## src/rtl/dma_eng_pkg.sv

```systemverilog
package dma_eng_pkg;
  localparam int CTRL_W = 32;
  localparam int CNT_W  = 12;
  localparam int SZ_W   = 3;
  localparam int SW_LSB = 18;
  localparam int DW_LSB = 21;
  localparam int SI_BIT = 26;
  localparam int DI_BIT = 27;
  localparam int TC_BIT = 31;
  localparam logic [SZ_W-1:0] DESC_SIZE = 3'd2;

  typedef enum logic [3:0] {
    S_IDLE, S_CHK, S_RD_REQ, S_RD_WAIT, S_WR_REQ, S_WR_WAIT,
    S_LL_REQ, S_LL_WAIT, S_FIN
  } eng_state_t;
endpackage

```

## src/rtl/dma_eng_ctrl_dec.sv

```systemverilog
module dma_eng_ctrl_dec
  import dma_eng_pkg::*;
#(
  parameter int ADDR_W = 32,
  parameter int DATA_W = 32
) (
  input  logic [CTRL_W-1:0] ctrl,
  output logic [CNT_W-1:0]  cnt,
  output logic [SZ_W-1:0]   size,
  output logic [ADDR_W-1:0] step,
  output logic              inc_src,
  output logic              inc_dst,
  output logic              tc_en,
  output logic              bad_width,
  output logic              cnt_zero
);
  localparam int MAX_CODE = $clog2(DATA_W / 8);

  logic [SZ_W-1:0] sw, dw;

  always_comb begin
    sw        = ctrl[SW_LSB +: SZ_W];
    dw        = ctrl[DW_LSB +: SZ_W];
    cnt       = ctrl[CNT_W-1:0];
    size      = sw;
    step      = ADDR_W'(1) << sw;
    inc_src   = ctrl[SI_BIT];
    inc_dst   = ctrl[DI_BIT];
    tc_en     = ctrl[TC_BIT];
    bad_width = (sw != dw) || (int'(sw) > MAX_CODE);
    cnt_zero  = (cnt == '0);
  end
endmodule

```

## src/rtl/dma_eng_ll_seq.sv

```systemverilog
module dma_eng_ll_seq #(
  parameter int ADDR_W = 32
) (
  input  logic              clk,
  input  logic              rst_n,
  input  logic              clr,
  input  logic              adv,
  input  logic [ADDR_W-1:0] base,
  output logic [1:0]        idx,
  output logic [ADDR_W-1:0] addr,
  output logic              last
);
  logic [ADDR_W-1:0] offs;

  always_ff @(posedge clk or negedge rst_n) begin
    if (!rst_n)   idx <= '0;
    else if (clr) idx <= '0;
    else if (adv) idx <= idx + 2'd1;
  end

  // fetch order: source, destination, control, then link
  always_comb begin
    case (idx)
      2'd0:    offs = ADDR_W'(0);
      2'd1:    offs = ADDR_W'(4);
      2'd2:    offs = ADDR_W'(12);
      default: offs = ADDR_W'(8);
    endcase
    addr = base + offs;
    last = (idx == 2'd3);
  end

  assert_no_wrap_R5: assert property (@(posedge clk) disable iff (!rst_n)
    (adv && last && !clr) |=> (idx == 2'd0));
endmodule

```

## src/rtl/dma_elem_engine.sv

```systemverilog
module dma_elem_engine
  import dma_eng_pkg::*;
#(
  parameter int ADDR_W = 32,
  parameter int DATA_W = 32,
  parameter int CH_W   = 3
) (
  input  logic              clk,
  input  logic              rst_n,
  input  logic              start_valid,
  output logic              start_ready,
  input  logic [CH_W-1:0]   start_ch,
  input  logic [ADDR_W-1:0] start_src,
  input  logic [ADDR_W-1:0] start_dst,
  input  logic [ADDR_W-1:0] start_lli,
  input  logic [CTRL_W-1:0] start_ctrl,
  output logic              mem_req_valid,
  input  logic              mem_req_ready,
  output logic              mem_req_we,
  output logic [ADDR_W-1:0] mem_req_addr,
  output logic [SZ_W-1:0]   mem_req_size,
  output logic [DATA_W-1:0] mem_req_wdata,
  input  logic              mem_rsp_valid,
  input  logic [DATA_W-1:0] mem_rsp_rdata,
  output logic              done_valid,
  output logic [CH_W-1:0]   done_ch,
  output logic [ADDR_W-1:0] done_src,
  output logic [ADDR_W-1:0] done_dst,
  output logic [ADDR_W-1:0] done_lli,
  output logic [CTRL_W-1:0] done_ctrl,
  output logic              done_clr_en,
  output logic              tc_evt,
  output logic              err_evt
);
  localparam int LANE_W = $clog2(DATA_W / 8);

  eng_state_t        state;
  logic [CH_W-1:0]   r_ch;
  logic [ADDR_W-1:0] r_src, r_dst, r_lli;
  logic [CTRL_W-1:0] r_ctrl;
  logic [DATA_W-1:0] r_data;
  logic              r_tc, r_err, r_clr;

  logic [CNT_W-1:0]  d_cnt;
  logic [SZ_W-1:0]   d_size;
  logic [ADDR_W-1:0] d_step;
  logic              d_si, d_di, d_tc, d_bad, d_zero;
  logic [CNT_W-1:0]  cnt_next;

  logic [1:0]        ll_idx;
  logic [ADDR_W-1:0] ll_addr;
  logic              ll_last;
  logic              ll_clr, ll_adv;

  dma_eng_ctrl_dec #(.ADDR_W(ADDR_W), .DATA_W(DATA_W)) dec_i (
    .ctrl(r_ctrl), .cnt(d_cnt), .size(d_size), .step(d_step),
    .inc_src(d_si), .inc_dst(d_di), .tc_en(d_tc),
    .bad_width(d_bad), .cnt_zero(d_zero)
  );

  assign ll_clr = (state == S_CHK);
  assign ll_adv = (state == S_LL_WAIT) && mem_rsp_valid;

  dma_eng_ll_seq #(.ADDR_W(ADDR_W)) ll_i (
    .clk(clk), .rst_n(rst_n), .clr(ll_clr), .adv(ll_adv),
    .base(r_lli), .idx(ll_idx), .addr(ll_addr), .last(ll_last)
  );

  assign cnt_next = d_cnt - CNT_W'(1);

  always_ff @(posedge clk or negedge rst_n) begin
    if (!rst_n) begin
      state  <= S_IDLE;
      r_ch   <= '0;
      r_src  <= '0;
      r_dst  <= '0;
      r_lli  <= '0;
      r_ctrl <= '0;
      r_data <= '0;
      r_tc   <= 1'b0;
      r_err  <= 1'b0;
      r_clr  <= 1'b0;
    end else begin
      case (state)
        S_IDLE: if (start_valid) begin
          r_ch   <= start_ch;
          r_src  <= start_src;
          r_dst  <= start_dst;
          r_lli  <= start_lli;
          r_ctrl <= start_ctrl;
          r_tc   <= 1'b0;
          r_err  <= 1'b0;
          r_clr  <= 1'b0;
          state  <= S_CHK;
        end
        S_CHK: begin
          if (d_zero) state <= S_FIN;
          else if (d_bad) begin
            r_err <= 1'b1;
            state <= S_FIN;
          end else state <= S_RD_REQ;
        end
        S_RD_REQ: if (mem_req_ready) state <= S_RD_WAIT;
        S_RD_WAIT: if (mem_rsp_valid) begin
          r_data <= mem_rsp_rdata >> {r_src[LANE_W-1:0], 3'b000};
          state  <= S_WR_REQ;
        end
        S_WR_REQ: if (mem_req_ready) state <= S_WR_WAIT;
        S_WR_WAIT: if (mem_rsp_valid) begin
          if (d_si) r_src <= r_src + d_step;
          if (d_di) r_dst <= r_dst + d_step;
          r_ctrl <= {r_ctrl[CTRL_W-1:CNT_W], cnt_next};
          if (cnt_next == '0) begin
            r_tc <= d_tc;
            if (r_lli != '0) state <= S_LL_REQ;
            else begin
              r_clr <= 1'b1;
              state <= S_FIN;
            end
          end else state <= S_FIN;
        end
        S_LL_REQ: if (mem_req_ready) state <= S_LL_WAIT;
        S_LL_WAIT: if (mem_rsp_valid) begin
          case (ll_idx)
            2'd0:    r_src  <= mem_rsp_rdata[ADDR_W-1:0];
            2'd1:    r_dst  <= mem_rsp_rdata[ADDR_W-1:0];
            2'd2:    r_ctrl <= mem_rsp_rdata[CTRL_W-1:0];
            default: r_lli  <= mem_rsp_rdata[ADDR_W-1:0];
          endcase
          state <= ll_last ? S_FIN : S_LL_REQ;
        end
        default: state <= S_IDLE;
      endcase
    end
  end

  always_comb begin
    start_ready   = (state == S_IDLE);
    mem_req_valid = (state == S_RD_REQ) || (state == S_WR_REQ) || (state == S_LL_REQ);
    mem_req_we    = (state == S_WR_REQ);
    mem_req_wdata = r_data << {r_dst[LANE_W-1:0], 3'b000};
    case (state)
      S_WR_REQ: begin mem_req_addr = r_dst;   mem_req_size = d_size;    end
      S_LL_REQ: begin mem_req_addr = ll_addr; mem_req_size = DESC_SIZE; end
      default:  begin mem_req_addr = r_src;   mem_req_size = d_size;    end
    endcase
    done_valid  = (state == S_FIN);
    done_ch     = r_ch;
    done_src    = r_src;
    done_dst    = r_dst;
    done_lli    = r_lli;
    done_ctrl   = r_ctrl;
    done_clr_en = done_valid && r_clr;
    tc_evt      = done_valid && r_tc;
    err_evt     = done_valid && r_err;
  end

  assert_req_hold_R10: assert property (@(posedge clk) disable iff (!rst_n)
    (mem_req_valid && !mem_req_ready) |=> (mem_req_valid && $stable(mem_req_addr)
      && $stable(mem_req_we) && $stable(mem_req_wdata) && $stable(mem_req_size)));

  assert_single_outstanding_R10: assert property (@(posedge clk) disable iff (!rst_n)
    mem_rsp_valid |-> !mem_req_valid);

  assert_grant_lock_R1: assert property (@(posedge clk) disable iff (!rst_n)
    (start_valid && start_ready) |=> !start_ready);

  assert_done_pulse_R11: assert property (@(posedge clk) disable iff (!rst_n)
    done_valid |=> !done_valid);

  assert_err_alone_R8: assert property (@(posedge clk) disable iff (!rst_n)
    err_evt |-> (!tc_evt && !done_clr_en));

  assert_clr_nolink_R6: assert property (@(posedge clk) disable iff (!rst_n)
    done_clr_en |-> (done_lli == '0));
endmodule

```

## config.mk

```make
export PLATFORM = sky130hd
export DESIGN_NAME = dma_elem_engine
export DESIGN_NICKNAME = d
export VERILOG_FILES = /design/src/rtl/dma_eng_pkg.sv /design/src/rtl/dma_eng_ctrl_dec.sv /design/src/rtl/dma_eng_ll_seq.sv /design/src/rtl/dma_elem_engine.sv
export SDC_FILE = /design/constraint.sdc
export NUM_CORES = 1
export LEC_CHECK = 0
export ABC_AREA = 1
export CAP_MARGIN = 0
export CORE_ASPECT_RATIO = 0.5
export CORE_MARGIN = 4
export CORE_UTILIZATION = 40
export CTS_BUF_LIST = sky130_fd_sc_hd__clkbuf_8
export DETAILED_ROUTE_END_ITERATION = 12
export DONT_BUFFER_PORTS = 1
export PLACE_DENSITY = 0.52
export SYNTH_ARGS = -nofsm -noshare
export SYNTH_HDL_FRONTEND = slang
export SYNTH_SLANG_ARGS = --single-unit
```

## constraint.sdc

```tcl
create_clock -name clk -period 3.5 [get_ports clk]
set_input_delay 0.175 -clock clk [delete_from_list [all_inputs] [get_ports clk]]
set_output_delay 0.175 -clock clk [all_outputs]
set_load 0.01 [all_outputs]
```

==> results.py <==
metrics = {
    "run_status": {
        "status": "complete, but fails checks",
        "violations": "negative hold slack",
    },
    "clock_tree": {
        "root_buffer": "clkbuf_8",
        "cts_tree": "yes",
        "htree_levels": 4,
        "cts.sinks": 172,
        "cts_made_buffers": 17,
        "clk_latency_ns": 0.52,
        "ctsHoldBuffers": 163,
        "clockBufferDepth": 2,
        "clkTransAtPathRegs_ns": 0.12,
    },
    "pwr": {
        "p_switching_mw": 7.93,
        "vdd_ir_drop_max_mv": 0.394,
        "intPower_mw": 5.73,
        "seqPwrFrac_pct": 35.3,
        "p_total_mw": 13.7,
        "p_leak_nw": 7.26,
        "pwr-share-clk_pct": 11.5,
        "switching_share_pct": 58.1,
        "comb_power_share_pct": 53.2,
        "power_density_mw_per_mm2": 855,
    },
    "floorplan": {
        "die_w_um": 268,
        "pin_count": 373,
        "die_h_um": 138,
        "core_mm2": 0.0331,
        "start_util_pct": 40.7,
        "std_cell_rows": 47,
        "dieArea_mm2": 0.0369,
    },
    "synth": {
        "synth_area_leaders": "dfrtp_1 32%, nand2_1 14%, inv_1 7.0%",
        "syn-cell-area_mm2": 0.0135,
        "synth_top_area_share_pct": 31.9,
        "yosys_register_bits": 172,
        "syn_inst": 2062,
        "synth_cell_types": 57,
        "synth.avg_cell_area_um2": 6.54,
        "ys_seq_area_share_pct": 31.9,
        "yosys_warnings": 0,
        "syn-num-nets": 2253,
        "yosysTopAreaCell": "dfrtp_1",
    },
    "detailed_routing": {
        "drc_errors": 0,
        "antenna_left": 0,
        "drt_iter0_markers": 1599,
        "wl_per_cell_um": 24.7,
        "num_vias": 15450,
        "dr.pass1.iters": 7,
        "vias_per_cell": 5.85,
        "routed_wirelength_um": 65300,
    },
    "worst_setup_path": {
        "crit_chain": "inv_1 -> ha_1 -> ha_2 -> fa_2 -> nand4_4 -> nor2_4 -> nand3_2 -> nor2_4 -> nand2_2 -> inv_2 -> nand2_2 -> inv_2 -> nand2_1 -> o21ai_1 -> nand3_1 -> nand3_1",
        "end_kind": "primary output",
        "cpPeakStageDelay_ns": 0.41,
        "r2r-start": "done_ctrl[20]",
        "r2r_setup_slack_ns": 0.48,
        "worstSetupStartpointType": "flip-flop",
        "ff2ff_path_depth": 13,
        "crit_type": "flip-flop to primary output",
        "cp.required_ns": 3.32,
        "rr_endpoint": "done_dst[28]",
        "path_max_fanout": 4,
        "critPathSlowestCell": "dfrtp_1",
        "cp_data_arrival_time_ns": 3.13,
    },
    "sta": {
        "timing.hold.ws_ns": -0.662,
        "report.final.hold_viol_count": 172,
        "fin_crit_sh_pct": 94.4,
        "slew_headroom_pct": 32.2,
        "slew_viol_final": 0,
        "min_period_ns": 3.30,
        "final.setup_skew_ns": 0.0345,
        "fin_setup_tns_ns": 0,
        "setup_viol": 0,
        "clock.fmax_mhz": 303,
        "worst_pin_slew_ns": 1.01,
    },
    "placement": {
        "gp_congestion": 0.971,
        "dpl.hpwl_um": 50200,
        "placed_area_mm2": 0.0139,
        "portBuffers": 0,
    },
    "global_route": {
        "grt_pass1_vias": 14453,
        "grt.overflow.total": 0,
        "grt_max_degree": 173,
        "grtUsageTotal_pct": 34.6,
        "grt_pass1_wl_um": 94100,
        "antenna_found_initial": 6,
    },
    "final_layout": {
        "layout-drive-gt1-share_pct": 6.32,
        "fin_area_mm2": 0.0160,
        "nets": 2376,
        "fillers": 3524,
        "areaGrowthSynthToFinish_pct": 18.6,
    },
    "worst_hold_path": {
        "hold_path.class": "input pin to asynchronous set/reset pin",
    },
    "flow_run": {
        "cap_violations": 0,
    },
}
[registers in the layout, indices dropped and copies added (netlist names)]
signal     count
done_ch        3
done_ctrl     32
done_dst      32
done_lli      32
done_src      32
ll_i.idx       2
r_clr          1
r_data        32
r_err          1
r_tc           1
state          4
[power groups by stage]
| stage | logic [mW] | clock network, mW | registers [mW] |
|---|---|---|---|
| floorplan | 5.35 | 0 | 4.11 |
| global placement | 6.95 | 0 | 4.83 |
| detailed placement | 6.95 | 0 | 4.81 |
| CTS | 7.14 | 1.60 | 4.77 |
| global route | 8.05 | 1.67 | 4.91 |
| finish | 7.26 | 1.58 | 4.82 |
[worst max path at each step]
| stage | startpoint | to | cells past startpoint |
|---|---|---|---|
| floorplan | ll_i.idx[0] | mem_req_addr[26] | 17 |
| finish | ll_i.idx[1] | mem_req_addr[22] | 16 |
| detailed placement | ll_i.idx[0] | mem_req_addr[22] | 16 |
| global route | ll_i.idx[0] | mem_req_addr[24] | 16 |
| CTS | ll_i.idx[0] | mem_req_addr[22] | 16 |
| global placement | done_ctrl[20] | done_dst[28] | 13 |
[synth_stat cells, drive strengths merged]
master and n:
and3 1, o221ai 26, buf 43, inv 264, nand3 165, nand3b 3, xor2 12, o41ai 2
or2 8, nor2 241, a221oi 4, o211ai 21, nand4 50, o21ai 155, o22ai 5, nor4 15
clkbuf 52, dfrtp 172, a31o 1, a21oi 111, a21boi 2, a22oi 11, o21bai 2, a31oi 34
nand2 515, ha 22, a211oi 44, fa 1, a41oi 7, clkinv 1, xnor2 3, and3b 2
nor3 47, o21a 1, a21o 18, o31ai 1
[layout make-up]
cell class              instances  area, um^2  area share, %
well taps                     441         552           3.45
clock buffers                  17         234           1.46
clock inverters                15         178           1.11
multi-input cells            1530        7760           48.6
inverters                     265        1000           6.27
diodes                          2        5.00         0.0313
repair buffers                199        1940           12.1
flip-flops and latches        172        4300           26.9
[layer usage]
metal	global-route usage (%)	routed length, um	part of all wire, %	vias to the layer above
li1	-	-	-	7158
met1	46.4	28100	43	7398
met2	52.4	28100	43	741
met3	13.0	7100	11	139
met4	9.50	1890	2.9	14
met5	0	91	0.14	-
[cell families (layout without fill, tap and decap cells)]
logic type / after synthesis / count (layout) / synth area share [%]
flops: 172 / 172 / 31.9
other cells: 0 / 2 / 0
compound gates: 445 / 445 / 20.0
buf+inv: 360 / 496 / 10.8
xor+xnor: 15 / 15 / 0.975
fa+ha+maj: 23 / 23 / 2.19
simple gates: 1047 / 1047 / 34.1
[stage by stage]
stage,utilization [%],setup WS (ns),std cells
5_1_grt,48.2,-0.00148,2640
3_5_place_dp,41.9,0.604,2440
3_3_place_gp,41.9,0.570,2440
2_1_floorplan,-,1.04,2062
4_1_cts,48.0,0.0342,2635
6_report,48.3,0.196,2641
[critical path, delay by kind of cell (launching register included)]
kind / cells / cell delay, ns
AND/OR/NAND/NOR: 9 / 1.04
adder cells (fa/ha/maj): 3 / 0.77
flip-flops: 1 / 0.41
buffers and inverters: 3 / 0.24
AO/OA/AOI/OAI: 1 / 0.16
[timing repair]
action,in CTS,in global routing
buffers inserted,0,4
endpoints found under the setup margin,0,10
resized for setup,0,10
hold endpoints to repair,335,172
[placed cells by master, fill, tap and decap left out, types with 12 or more instances in the layout]
cell type      count
nand4_1           45
a21o_1            18
nand2_1          497
o211ai_1          21
o221ai_1          26
nor3_1            45
clkbuf_8          17
a21oi_1          111
nor2_1           229
nor4_1            15
o21ai_0          135
a31oi_1           34
buf_4             33
a211oi_1          44
dlygate4sd3_1    163
o21ai_1           18
nand3_1          158
inv_1            251
ha_1              21
nand2_2           16
dfrtp_1          172
xor2_1            12
Note: power is estimated with default switching activity, not from simulation.
